**src/rtl/timer_pkg.sv**
```systemverilog
package timer_pkg;

   typedef enum logic [1:0] {
      ACC_LATCH = 2'b00,
      ACC_LSB   = 2'b01,
      ACC_MSB   = 2'b10,
      ACC_WORD  = 2'b11
   } acc_fmt_e;

   // Position of the two-bit access field inside the control bits
   localparam int ACC_POS = 4;

   function automatic acc_fmt_e acc_of(input logic [5:0] cw);
      return acc_fmt_e'(cw[ACC_POS +: 2]);
   endfunction

endpackage

```
**src/rtl/tch_count_reg.sv**
```systemverilog
module tch_count_reg
   import timer_pkg::*;
#(
   parameter int CNT_W  = 16,
   parameter int BYTE_W = 8
) (
   input  logic              clk,
   input  logic              rst_n,
   input  logic              cfg_wr,
   input  acc_fmt_e          fmt,
   input  logic              cnt_wr,
   input  logic [BYTE_W-1:0] cnt_data,
   output logic [CNT_W-1:0]  cr_q,
   output logic              load_pend_q,
   output logic              load_done,
   output logic              null_q
);

   localparam int HI_LO = CNT_W - BYTE_W;

   logic wr_hi_q;
   logic wr_ok;

   assign wr_ok = cnt_wr && (fmt != ACC_LATCH);

   always_comb begin
      load_done = 1'b0;
      if (wr_ok) begin
         unique case (fmt)
            ACC_LSB, ACC_MSB: load_done = 1'b1;
            ACC_WORD:         load_done = wr_hi_q;
            default:          load_done = 1'b0;
         endcase
      end
   end

   always_ff @(posedge clk) begin
      if (!rst_n) begin
         cr_q        <= '0;
         wr_hi_q     <= 1'b0;
         load_pend_q <= 1'b0;
         null_q      <= 1'b0;
      end else if (cfg_wr) begin
         wr_hi_q     <= 1'b0;
         load_pend_q <= 1'b0;
         null_q      <= 1'b1;
      end else begin
         if (wr_ok) begin
            unique case (fmt)
               ACC_LSB: cr_q <= {{HI_LO{1'b0}}, cnt_data};
               ACC_MSB: cr_q <= {cnt_data, {HI_LO{1'b0}}};
               ACC_WORD: begin
                  if (wr_hi_q) cr_q[CNT_W-1 -: BYTE_W] <= cnt_data;
                  else         cr_q[BYTE_W-1:0]       <= cnt_data;
                  wr_hi_q <= ~wr_hi_q;
               end
               default: cr_q <= cr_q;
            endcase
         end
         if (load_done) begin
            load_pend_q <= 1'b1;
            null_q      <= 1'b1;
         end else if (load_pend_q) begin
            load_pend_q <= 1'b0;
            null_q      <= 1'b0;
         end
      end
   end

endmodule

```
**src/rtl/tch_count_elem.sv**
```systemverilog
module tch_count_elem #(
   parameter int CNT_W = 16
) (
   input  logic             clk,
   input  logic             rst_n,
   input  logic             cfg_wr,
   input  logic             load_pend,
   input  logic             load_done,
   input  logic [CNT_W-1:0] cr,
   input  logic             cnt_en,
   output logic [CNT_W-1:0] ce_q,
   output logic             armed_q,
   output logic             out_q
);

   localparam logic [CNT_W-1:0] ONE = CNT_W'(1);

   logic dec;

   assign dec = cnt_en && armed_q && !load_pend && !cfg_wr;

   always_ff @(posedge clk) begin
      if (!rst_n) begin
         ce_q    <= '0;
         armed_q <= 1'b0;
         out_q   <= 1'b0;
      end else begin
         if (load_pend) begin
            ce_q    <= cr;
            armed_q <= 1'b1;
         end else if (dec) begin
            ce_q <= ce_q - ONE;
         end
         if (cfg_wr) armed_q <= 1'b0;

         if (cfg_wr || load_done)    out_q <= 1'b0;
         else if (dec && ce_q == ONE) out_q <= 1'b1;
      end
   end

endmodule

```
**src/rtl/tch_read_path.sv**
```systemverilog
module tch_read_path
   import timer_pkg::*;
#(
   parameter int CNT_W  = 16,
   parameter int BYTE_W = 8
) (
   input  logic              clk,
   input  logic              rst_n,
   input  logic              cfg_wr,
   input  logic              latch_cmd,
   input  logic              st_cmd,
   input  logic              rd,
   input  acc_fmt_e          fmt,
   input  logic [CNT_W-1:0]  ce,
   input  logic [BYTE_W-1:0] status_in,
   output logic [CNT_W-1:0]  ol_q,
   output logic              frozen_q,
   output logic              st_pend_q,
   output logic [BYTE_W-1:0] rd_data
);

   localparam int NB = CNT_W / BYTE_W;

   logic [BYTE_W-1:0] st_q;
   logic              rd_hi_q;
   logic              rd_cnt;
   logic              last_byte;
   logic              sel_hi;
   logic [BYTE_W-1:0] lane [NB];

   for (genvar i = 0; i < NB; i++) begin : g_lane
      assign lane[i] = ol_q[i*BYTE_W +: BYTE_W];
   end

   assign rd_cnt    = rd && !st_pend_q;
   assign last_byte = (fmt != ACC_WORD) || rd_hi_q;
   assign sel_hi    = (fmt == ACC_MSB) || ((fmt == ACC_WORD) && rd_hi_q);
   assign rd_data   = st_pend_q ? st_q : lane[sel_hi ? NB-1 : 0];

   always_ff @(posedge clk) begin
      if (!rst_n) begin
         ol_q      <= '0;
         frozen_q  <= 1'b0;
         rd_hi_q   <= 1'b0;
      end else if (cfg_wr) begin
         ol_q      <= ce;
         frozen_q  <= 1'b0;
         rd_hi_q   <= 1'b0;
      end else begin
         if (!frozen_q) ol_q <= ce;
         if (latch_cmd && !frozen_q)       frozen_q <= 1'b1;
         else if (rd_cnt && last_byte)     frozen_q <= 1'b0;
         if (rd_cnt && fmt == ACC_WORD)    rd_hi_q  <= ~rd_hi_q;
      end
   end

   always_ff @(posedge clk) begin
      if (!rst_n) begin
         st_q      <= '0;
         st_pend_q <= 1'b0;
      end else if (cfg_wr) begin
         st_pend_q <= 1'b0;
      end else if (st_cmd && !st_pend_q) begin
         st_q      <= status_in;
         st_pend_q <= 1'b1;
      end else if (rd && st_pend_q) begin
         st_pend_q <= 1'b0;
      end
   end

endmodule

```
**src/rtl/timer_channel.sv**
```systemverilog
module timer_channel
   import timer_pkg::*;
#(
   parameter int CNT_W  = 16,
   parameter int BYTE_W = 8,
   parameter int CW_W   = 6
) (
   input  logic              clk,
   input  logic              rst_n,
   input  logic              cw_wr,
   input  logic [CW_W-1:0]   cw_data,
   input  logic              st_latch,
   input  logic              cnt_wr,
   input  logic [BYTE_W-1:0] cnt_data,
   input  logic              rd,
   output logic [BYTE_W-1:0] rd_data,
   input  logic              cnt_en,
   output logic              out_o
);

   if (CNT_W != 2 * BYTE_W) begin : g_bad_width
      $error("timer_channel: CNT_W must be two bytes wide");
   end
   if (BYTE_W != CW_W + 2) begin : g_bad_status
      $error("timer_channel: status byte needs CW_W + 2 bits");
   end
   if (CW_W != 6) begin : g_bad_cw
      $error("timer_channel: control field must be six bits");
   end

   logic [CW_W-1:0]   cw_q;
   acc_fmt_e          fmt;
   logic              cfg_wr;
   logic              latch_cmd;
   logic [CNT_W-1:0]  cr_q;
   logic              load_pend_q;
   logic              load_done;
   logic              null_q;
   logic [CNT_W-1:0]  ce_q;
   logic              armed_q;
   logic              out_q;
   logic [CNT_W-1:0]  ol_q;
   logic              frozen_q;
   logic              st_pend_q;
   logic [BYTE_W-1:0] status_in;

   assign fmt       = acc_of(cw_q);
   assign cfg_wr    = cw_wr && (acc_of(cw_data) != ACC_LATCH);
   assign latch_cmd = cw_wr && (acc_of(cw_data) == ACC_LATCH);
   assign status_in = {out_q, null_q, cw_q};
   assign out_o     = out_q;

   always_ff @(posedge clk) begin
      if (!rst_n)      cw_q <= '0;
      else if (cfg_wr) cw_q <= cw_data;
   end

   tch_count_reg #(.CNT_W(CNT_W), .BYTE_W(BYTE_W)) u_reg (
      .clk         (clk),
      .rst_n       (rst_n),
      .cfg_wr      (cfg_wr),
      .fmt         (fmt),
      .cnt_wr      (cnt_wr),
      .cnt_data    (cnt_data),
      .cr_q        (cr_q),
      .load_pend_q (load_pend_q),
      .load_done   (load_done),
      .null_q      (null_q)
   );

   tch_count_elem #(.CNT_W(CNT_W)) u_elem (
      .clk       (clk),
      .rst_n     (rst_n),
      .cfg_wr    (cfg_wr),
      .load_pend (load_pend_q),
      .load_done (load_done),
      .cr        (cr_q),
      .cnt_en    (cnt_en),
      .ce_q      (ce_q),
      .armed_q   (armed_q),
      .out_q     (out_q)
   );

   tch_read_path #(.CNT_W(CNT_W), .BYTE_W(BYTE_W)) u_rd (
      .clk       (clk),
      .rst_n     (rst_n),
      .cfg_wr    (cfg_wr),
      .latch_cmd (latch_cmd),
      .st_cmd    (st_latch),
      .rd        (rd),
      .fmt       (fmt),
      .ce        (ce_q),
      .status_in (status_in),
      .ol_q      (ol_q),
      .frozen_q  (frozen_q),
      .st_pend_q (st_pend_q),
      .rd_data   (rd_data)
   );

endmodule

```
**config.mk**
```make
export PLATFORM = sky130hd
export DESIGN_NAME = timer_channel
export DESIGN_NICKNAME = d
export VERILOG_FILES = /design/src/rtl/timer_pkg.sv /design/src/rtl/tch_count_reg.sv /design/src/rtl/tch_count_elem.sv /design/src/rtl/tch_read_path.sv /design/src/rtl/timer_channel.sv
export SDC_FILE = /design/constraint.sdc
export NUM_CORES = 1
export LEC_CHECK = 0
export CAP_MARGIN = 10
export CORE_MARGIN = 2
export CORE_UTILIZATION = 53
export CTS_BUF_LIST = sky130_fd_sc_hd__clkbuf_8
export DETAILED_ROUTE_END_ITERATION = 7
export HOLD_SLACK_MARGIN = 0.02
export PLACE_DENSITY = 0.77
export SETUP_SLACK_MARGIN = 0.02
export SKIP_CTS_REPAIR_TIMING = 1
export SLEW_MARGIN = 20
export SYNTH_ARGS = -nofsm -noshare
export SYNTH_HDL_FRONTEND = slang
export SYNTH_SLANG_ARGS = --single-unit
```
**constraint.sdc**
```tcl
create_clock -name clk -period 2.2 [get_ports clk]
set_input_delay 0.44 -clock clk [delete_from_list [all_inputs] [get_ports clk]]
set_output_delay 0.44 -clock clk [all_outputs]
set_load 0.03 [all_outputs]
```
### After elaboration in Yosys (flattened, before gate mapping)

Index checks and enable logic that the tools add are counted.

| word-level totals | value |
|---|---|
| output and inout port bits | 9 |
| word-level logic and storage cells | 87 |
| flip-flop bits (word level) | 70 |
| input bits | 21 |

| operators by class | value |
|---|---|
| mux-type cells | 22 |
| add/sub/neg operators | 1 |
| equality and inequality tests | 8 |
| reductions and logical operators | 36 |
| bitwise gates (word level) | 5 |
| $lt $le $gt $ge | 1 |

Operators with widths:

| cell | count |
|---|---|
| 2-to-1 mux 16 bit | 4 |
| 2-to-1 mux 8 bit | 6 |
| one-hot mux 16 bit (3 select lines) | 1 |
| >= comparator 32 x 2 -> 1 bit (second input constant) | 1 |
| NOT 32 bit | 1 |
| equality test 16 x 1 -> 1 bit (second input constant) | 1 |
| subtractor 16 x 1 -> 16 bit (second input constant) | 1 |
| logical AND 1 bit | 14 |
| 2-to-1 mux 1 bit | 10 |
| nonzero test 2 bit | 5 |
| != test 2 bit (second input constant) | 4 |
| AND reduction 4 bit | 2 |
| nonzero test 3 bit | 2 |
| OR reduction 2 bit | 3 |
| equality test 2 bit (second input constant) | 2 |
| zero test 1 bit | 4 |
| NOT 1 bit | 4 |
| AND reduction 2 bit | 2 |
| logical OR 1 bit | 3 |
| equality test 2 x 1 -> 1 bit (second input constant) | 1 |
| zero test 2 bit | 1 |
| one-hot mux 1 bit (2 select lines) | 1 |

### Logic depth before layout (Yosys ltp)

| depth | value |
|---|---|
| depth in word-level cells | 9 |
| mapped depth | 7 |
| depth with buffers taken out | 6 |

### By module

Synthesis repeated with hierarchy kept, for this count alone.

| unflattened totals | value |
|---|---|
| cells, all modules | 388 |
| area total of the unflattened synthesis | 3,524.6 um^2 |

By module, submodules not included:

| module | cells each | seq. area each (um^2) | times used | area an instance (um^2) |
|---|---|---|---|---|
| tch_read_path | 151 | 540.5 | 1 | 1,400.1 |
| tch_count_elem | 115 | 360.3 | 1 | 972.2 |
| tch_count_reg | 94 | 380.4 | 1 | 888.4 |
| timer_channel | 28 | 120.1 | 1 | 264.0 |

### Worst setup path before layout

No wires, ideal clock.

| timing | value |
|---|---|
| path type | register -> output |
| start | register cw_q[4] |
| end | output port rd_data[0] |
| data required time | 1.760 ns |
| cell stages (with the launch flop) | 6 |
| setup slack | -0.412 ns |
| path buffers | 1 |
| data arrival time | 2.172 ns |
| cell sequence | dfxtp_1 > ha_1 > clkbuf_1 > a21oi_1 > mux2i_1 > o21ai_0 |

| between the ends | value |
|---|---|
| longest elaborated chain between the ends | 9 |
| elaborated cells on any way between the ends | 10 |
| those cells by class | eq/ne (2); mux (5); bitwise (1); reduce/logical (2) |

RTL lines:

| item | RTL line | source |
|---|---|---|
| from (decl) | timer_channel.sv:31 | `logic [CW_W-1:0] cw_q;` |
| from (signal assigned) | timer_channel.sv:55 | `else if (cfg_wr) cw_q <= cw_data;` |
| equality test 2 bit | tch_read_path.sv:37 | `assign sel_hi = (fmt == ACC_MSB) \|\| ((fmt == ACC_WORD) && rd_hi_q);` |
| logical AND 1 bit | tch_read_path.sv:37 |  |
| logical OR 1 bit (*) | tch_read_path.sv:37 |  |
| 2-to-1 mux 1 bit (*) | tch_read_path.sv:38 | `assign rd_data = st_pend_q ? st_q : lane[sel_hi ? NB-1 : 0];` |
| NOT 32 bit (*) | tch_read_path.sv:38 |  |
| 2-to-1 mux 8 bit (*) (4 in a row) | tch_read_path.sv:38 |  |
| to (decl) | timer_channel.sv:16 | `output logic [BYTE_W-1:0] rd_data,` |

Every way passes the cells marked *; elsewhere a longest branch is shown, timed or not. The select of a mux whose other input is x is not followed.

### Final worst setup path

| timing | value |
|---|---|
| start | register cw_q[4] |
| end | output port rd_data[5] |

The elaborated chain is that of the path after synthesis.

==> key figures <==
Logic synthesis
  – Synth cell count leaders: nand2_1 (75), dfxtp_1 (70), a21boi_0 (35)
  – Dominant cell by count in the synthesized netlist: nand2_1
  – Syn_nets: 411
  – Async SR Flop Fraction: 0%
  – Mapped cell area: 0.00322 mm^2
  – Unique masters post-synth: 40
  – Synth warn: 0
  – Register area share after synthesis: 43.5%
  – Leading post-synthesis cells by cell area: dfxtp_1 (43%), nand2_1 (8.7%), a21boi_0 (8.2%), mux2i_1 (5.0%), o21ai_0 (3.3%)
  – Top cell type's share of synthesized area: 43.5%
  – Predominant post-synthesis flop cell: dfxtp_1
  – EDFF count, synth: 0
  – Post-Syn Instances: 385
  – Post-synth top area cell: dfxtp_1
  – Syn Area/Cell: 8.37 um^2
  – Flops & latches, synth: 70

Setup path
  – Crit end category: output pin
  – Worst Reg-to-Reg Cells: 4
  – Startpoint class of the critical path: flip-flop
  – Crit path capture: rd_data[5]
  – Worst EP required: 1760 ps
  – Terminus of the critical flop-to-flop path: u_elem.ce_q[12]
  – CP Max Fanout: 8
  – Worst r2r src: u_elem.ce_q[2]
  – Crit Path Class: flip-flop to output pin
  – Flop2flop setup slack: 130 ps
  – Crit path from: cw_q[4]
  – Crit path DAT: 1780 ps

Power and ir drop
  – Pleak: 0.00153 uW
  – Peak VDD IR: 0.381 mV
  – Pwr per Cell Area: 648 mW/mm^2

Global routing
  – Global-route wire length before repair: 11.9 mm
  – Antenna violations before repair: 0
  – Vias in the first global route: 2552
  – Largest net degree at the start of global routing: 66
  – GRT Total Usage: 23.8%
  – GRT overflow: 0

Run status
  – Failing checks: setup timing
  – Status: complete, but fails checks

Place
  – Hpwl dp: 5.25 mm
  – Area post-placement: 0.00371 mm^2
  – Dpl ws: -254 ps
  – IO Port Bufs: 29
  – GP Congestion: 0.829
  – Placed cell count: 487

CTS
  – CTS tree: done
  – Clock Root Buffer: clkbuf_8
  – Clock Sinks: 70
  – Inserted Clock Buffers: 9
  – Bufs on Longest Clock Path: 2
  – Clock latency at the later pin of the worst-skew pair: 340 ps
  – Clk pin slew, worst setup/hold paths: 70 ps
  – Htree depth: 3

STA
  – Final WS setup: -18.2 ps
  – Fin crit period: 2220 ps
  – RSZ-0062 raised after global routing: true
  – Highest Clock Rate: 0.451 GHz
  – Count of final setup violators: 3
  – Setup TNS: -46.6 ps
  – Worst Skew: 11.0 ps
  – Final Hold Vio Count: 0
  – Hold_ws: 458 ps
  – Period utilization: 101%
  – Pins Over Slew Limit: 0
  – Slew margin rel.: 52.7%
  – Least-Margin Pin Slew: 708 ps

Die
  – Chip width: 82.0 um
  – Starting density of the core: 54.7%
  – Num rows: 28
  – Core Area: 0.00589 mm^2
  – Die H: 82.0 um
  – IO Count: 30
  – Die Area: 0.00672 mm^2

Cells and area
  – Non-filler cells, final: 504
  – Layout area overhead: 24.9%
  – Fraction of layout cells with a size suffix above 1: 15.2%
  – Final Cell Area: 0.00403 mm^2
  – Nets@finish: 451
  – # diodes: 0

Drt
  – Iter 0 DRT Violations: 244
  – Drt drc: 0
  – Post-route ant nets: 0
  – Via count: 2762
  – Vias per cell: 5.48
  – Drt pass-1 iters: 5
  – Post-Route WL: 7.45 mm
  – Routed WL per cell: 14.8 um

Min path
  – HP Class: flip-flop to flip-flop
  – Hold Startpoint: u_rd.ol_q[14]

Flow run
  – Max cap viols: 0
metrics by stage:
stage          total power (uW)  util (%)
2_1_floorplan              1490         -
3_3_place_gp               1590      63.1
3_5_place_dp               1600      63.1
4_1_cts                    2620      66.5
5_1_grt                    2710      68.4
6_report                   2610      68.4
area by class of cell:
| cell class | count | area [um^2] |
|---|---|---|
| fill | 503 | 1860 |
| multi-input combinational | 281 | 1780 |
| sequential | 70 | 1410 |
| timing repair buffer | 56 | 518 |
| clock buffer | 11 | 151 |
| tap | 75 | 93.8 |
| clock inverter | 4 | 47.5 |
| inverter | 7 | 26.3 |
state kept, by name, indices dropped and copies added (netlist names):
register	flops
u_elem.armed_q	1
u_rd.frozen_q	1
u_reg.wr_hi_q	1
u_reg.cr_q	16
u_rd.st_q	8
u_reg.null_q	1
u_rd.st_pend_q	1
u_rd.rd_hi_q	1
u_reg.load_pend_q	1
u_rd.ol_q	16
u_elem.out_q	1
cw_q	6
u_elem.ce_q	16
cells in the final DEF (no fill, tap or decap), types with 2 or more instances in the layout:
| cell | n |
|---|---|
| buf_12 | 3 |
| clkdlybuf4s50_1 | 21 |
| clkbuf_8 | 11 |
| nand2b_1 | 9 |
| buf_4 | 30 |
| nand3b_1 | 2 |
| a311oi_1 | 2 |
| a21boi_1 | 3 |
| xnor2_1 | 4 |
| nor2b_1 | 11 |
| or3_1 | 3 |
| mux2i_1 | 11 |
| a211oi_1 | 2 |
| a31oi_1 | 4 |
| and2_1 | 2 |
| and3_1 | 5 |
| nand2_1 | 75 |
| o21ai_0 | 13 |
| nor3_1 | 8 |
| buf_6 | 2 |
| o21ai_1 | 7 |
| o21a_1 | 4 |
| nor4_1 | 3 |
| xor2_1 | 2 |
| a21boi_0 | 35 |
| nor2_1 | 13 |
| inv_1 | 7 |
| mux2i_4 | 4 |
| o21ai_2 | 2 |
| nand3_1 | 20 |
| dfxtp_4 | 2 |
| o311a_1 | 5 |
| o31a_1 | 3 |
| or4_1 | 7 |
| dfxtp_1 | 67 |
| a21oi_1 | 6 |
| ha_1 | 3 |
| o31ai_1 | 2 |
worst max-delay path: stages (launching register included):
cell and delay (ps):
dfxtp_4 380, inv_2 60, ha_4 160, a21oi_4 130, buf_12 170, mux2i_2 230, o21ai_1 90, buf_4 200
worst min path at each step:
stage	cells past startpoint	slack (ps)	to
after floorplan	2	430	u_rd.ol_q[14]
final	2	460	u_rd.ol_q[14]
after detailed placement	2	450	u_rd.ol_q[13]
after global routing	2	480	u_reg.cr_q[1]
after CTS	2	450	u_rd.ol_q[13]
after global placement	2	440	u_rd.ol_q[12]
report_power, final:
group	leakage [uW]	switching, uW	internal (uW)
combinational	0.000852	134	129
sequential	0.000568	28.5	1290
clock	0.000107	446	575
logic make-up after synthesis:
logic type / Yosys count / share of synthesized area [%]
buf+inv: 34 / 4.04
flops: 70 / 43.5
mux: 16 / 4.97
xor+xnor: 6 / 1.63
compound gates: 92 / 19.7
simple gates: 162 / 24.2
fa+ha+maj: 5 / 1.94
layer usage:
layer / wire length, um / GRT usage [%] / part of all wire, %
met1: 3470 / 31.3 / 47
met2: 3520 / 38.2 / 47
met3: 312 / 4.07 / 4.2
met4: 148 / 11.0 / 2.0
met5: 0 / 0 / 0
(Power assumes the default switching activity.)
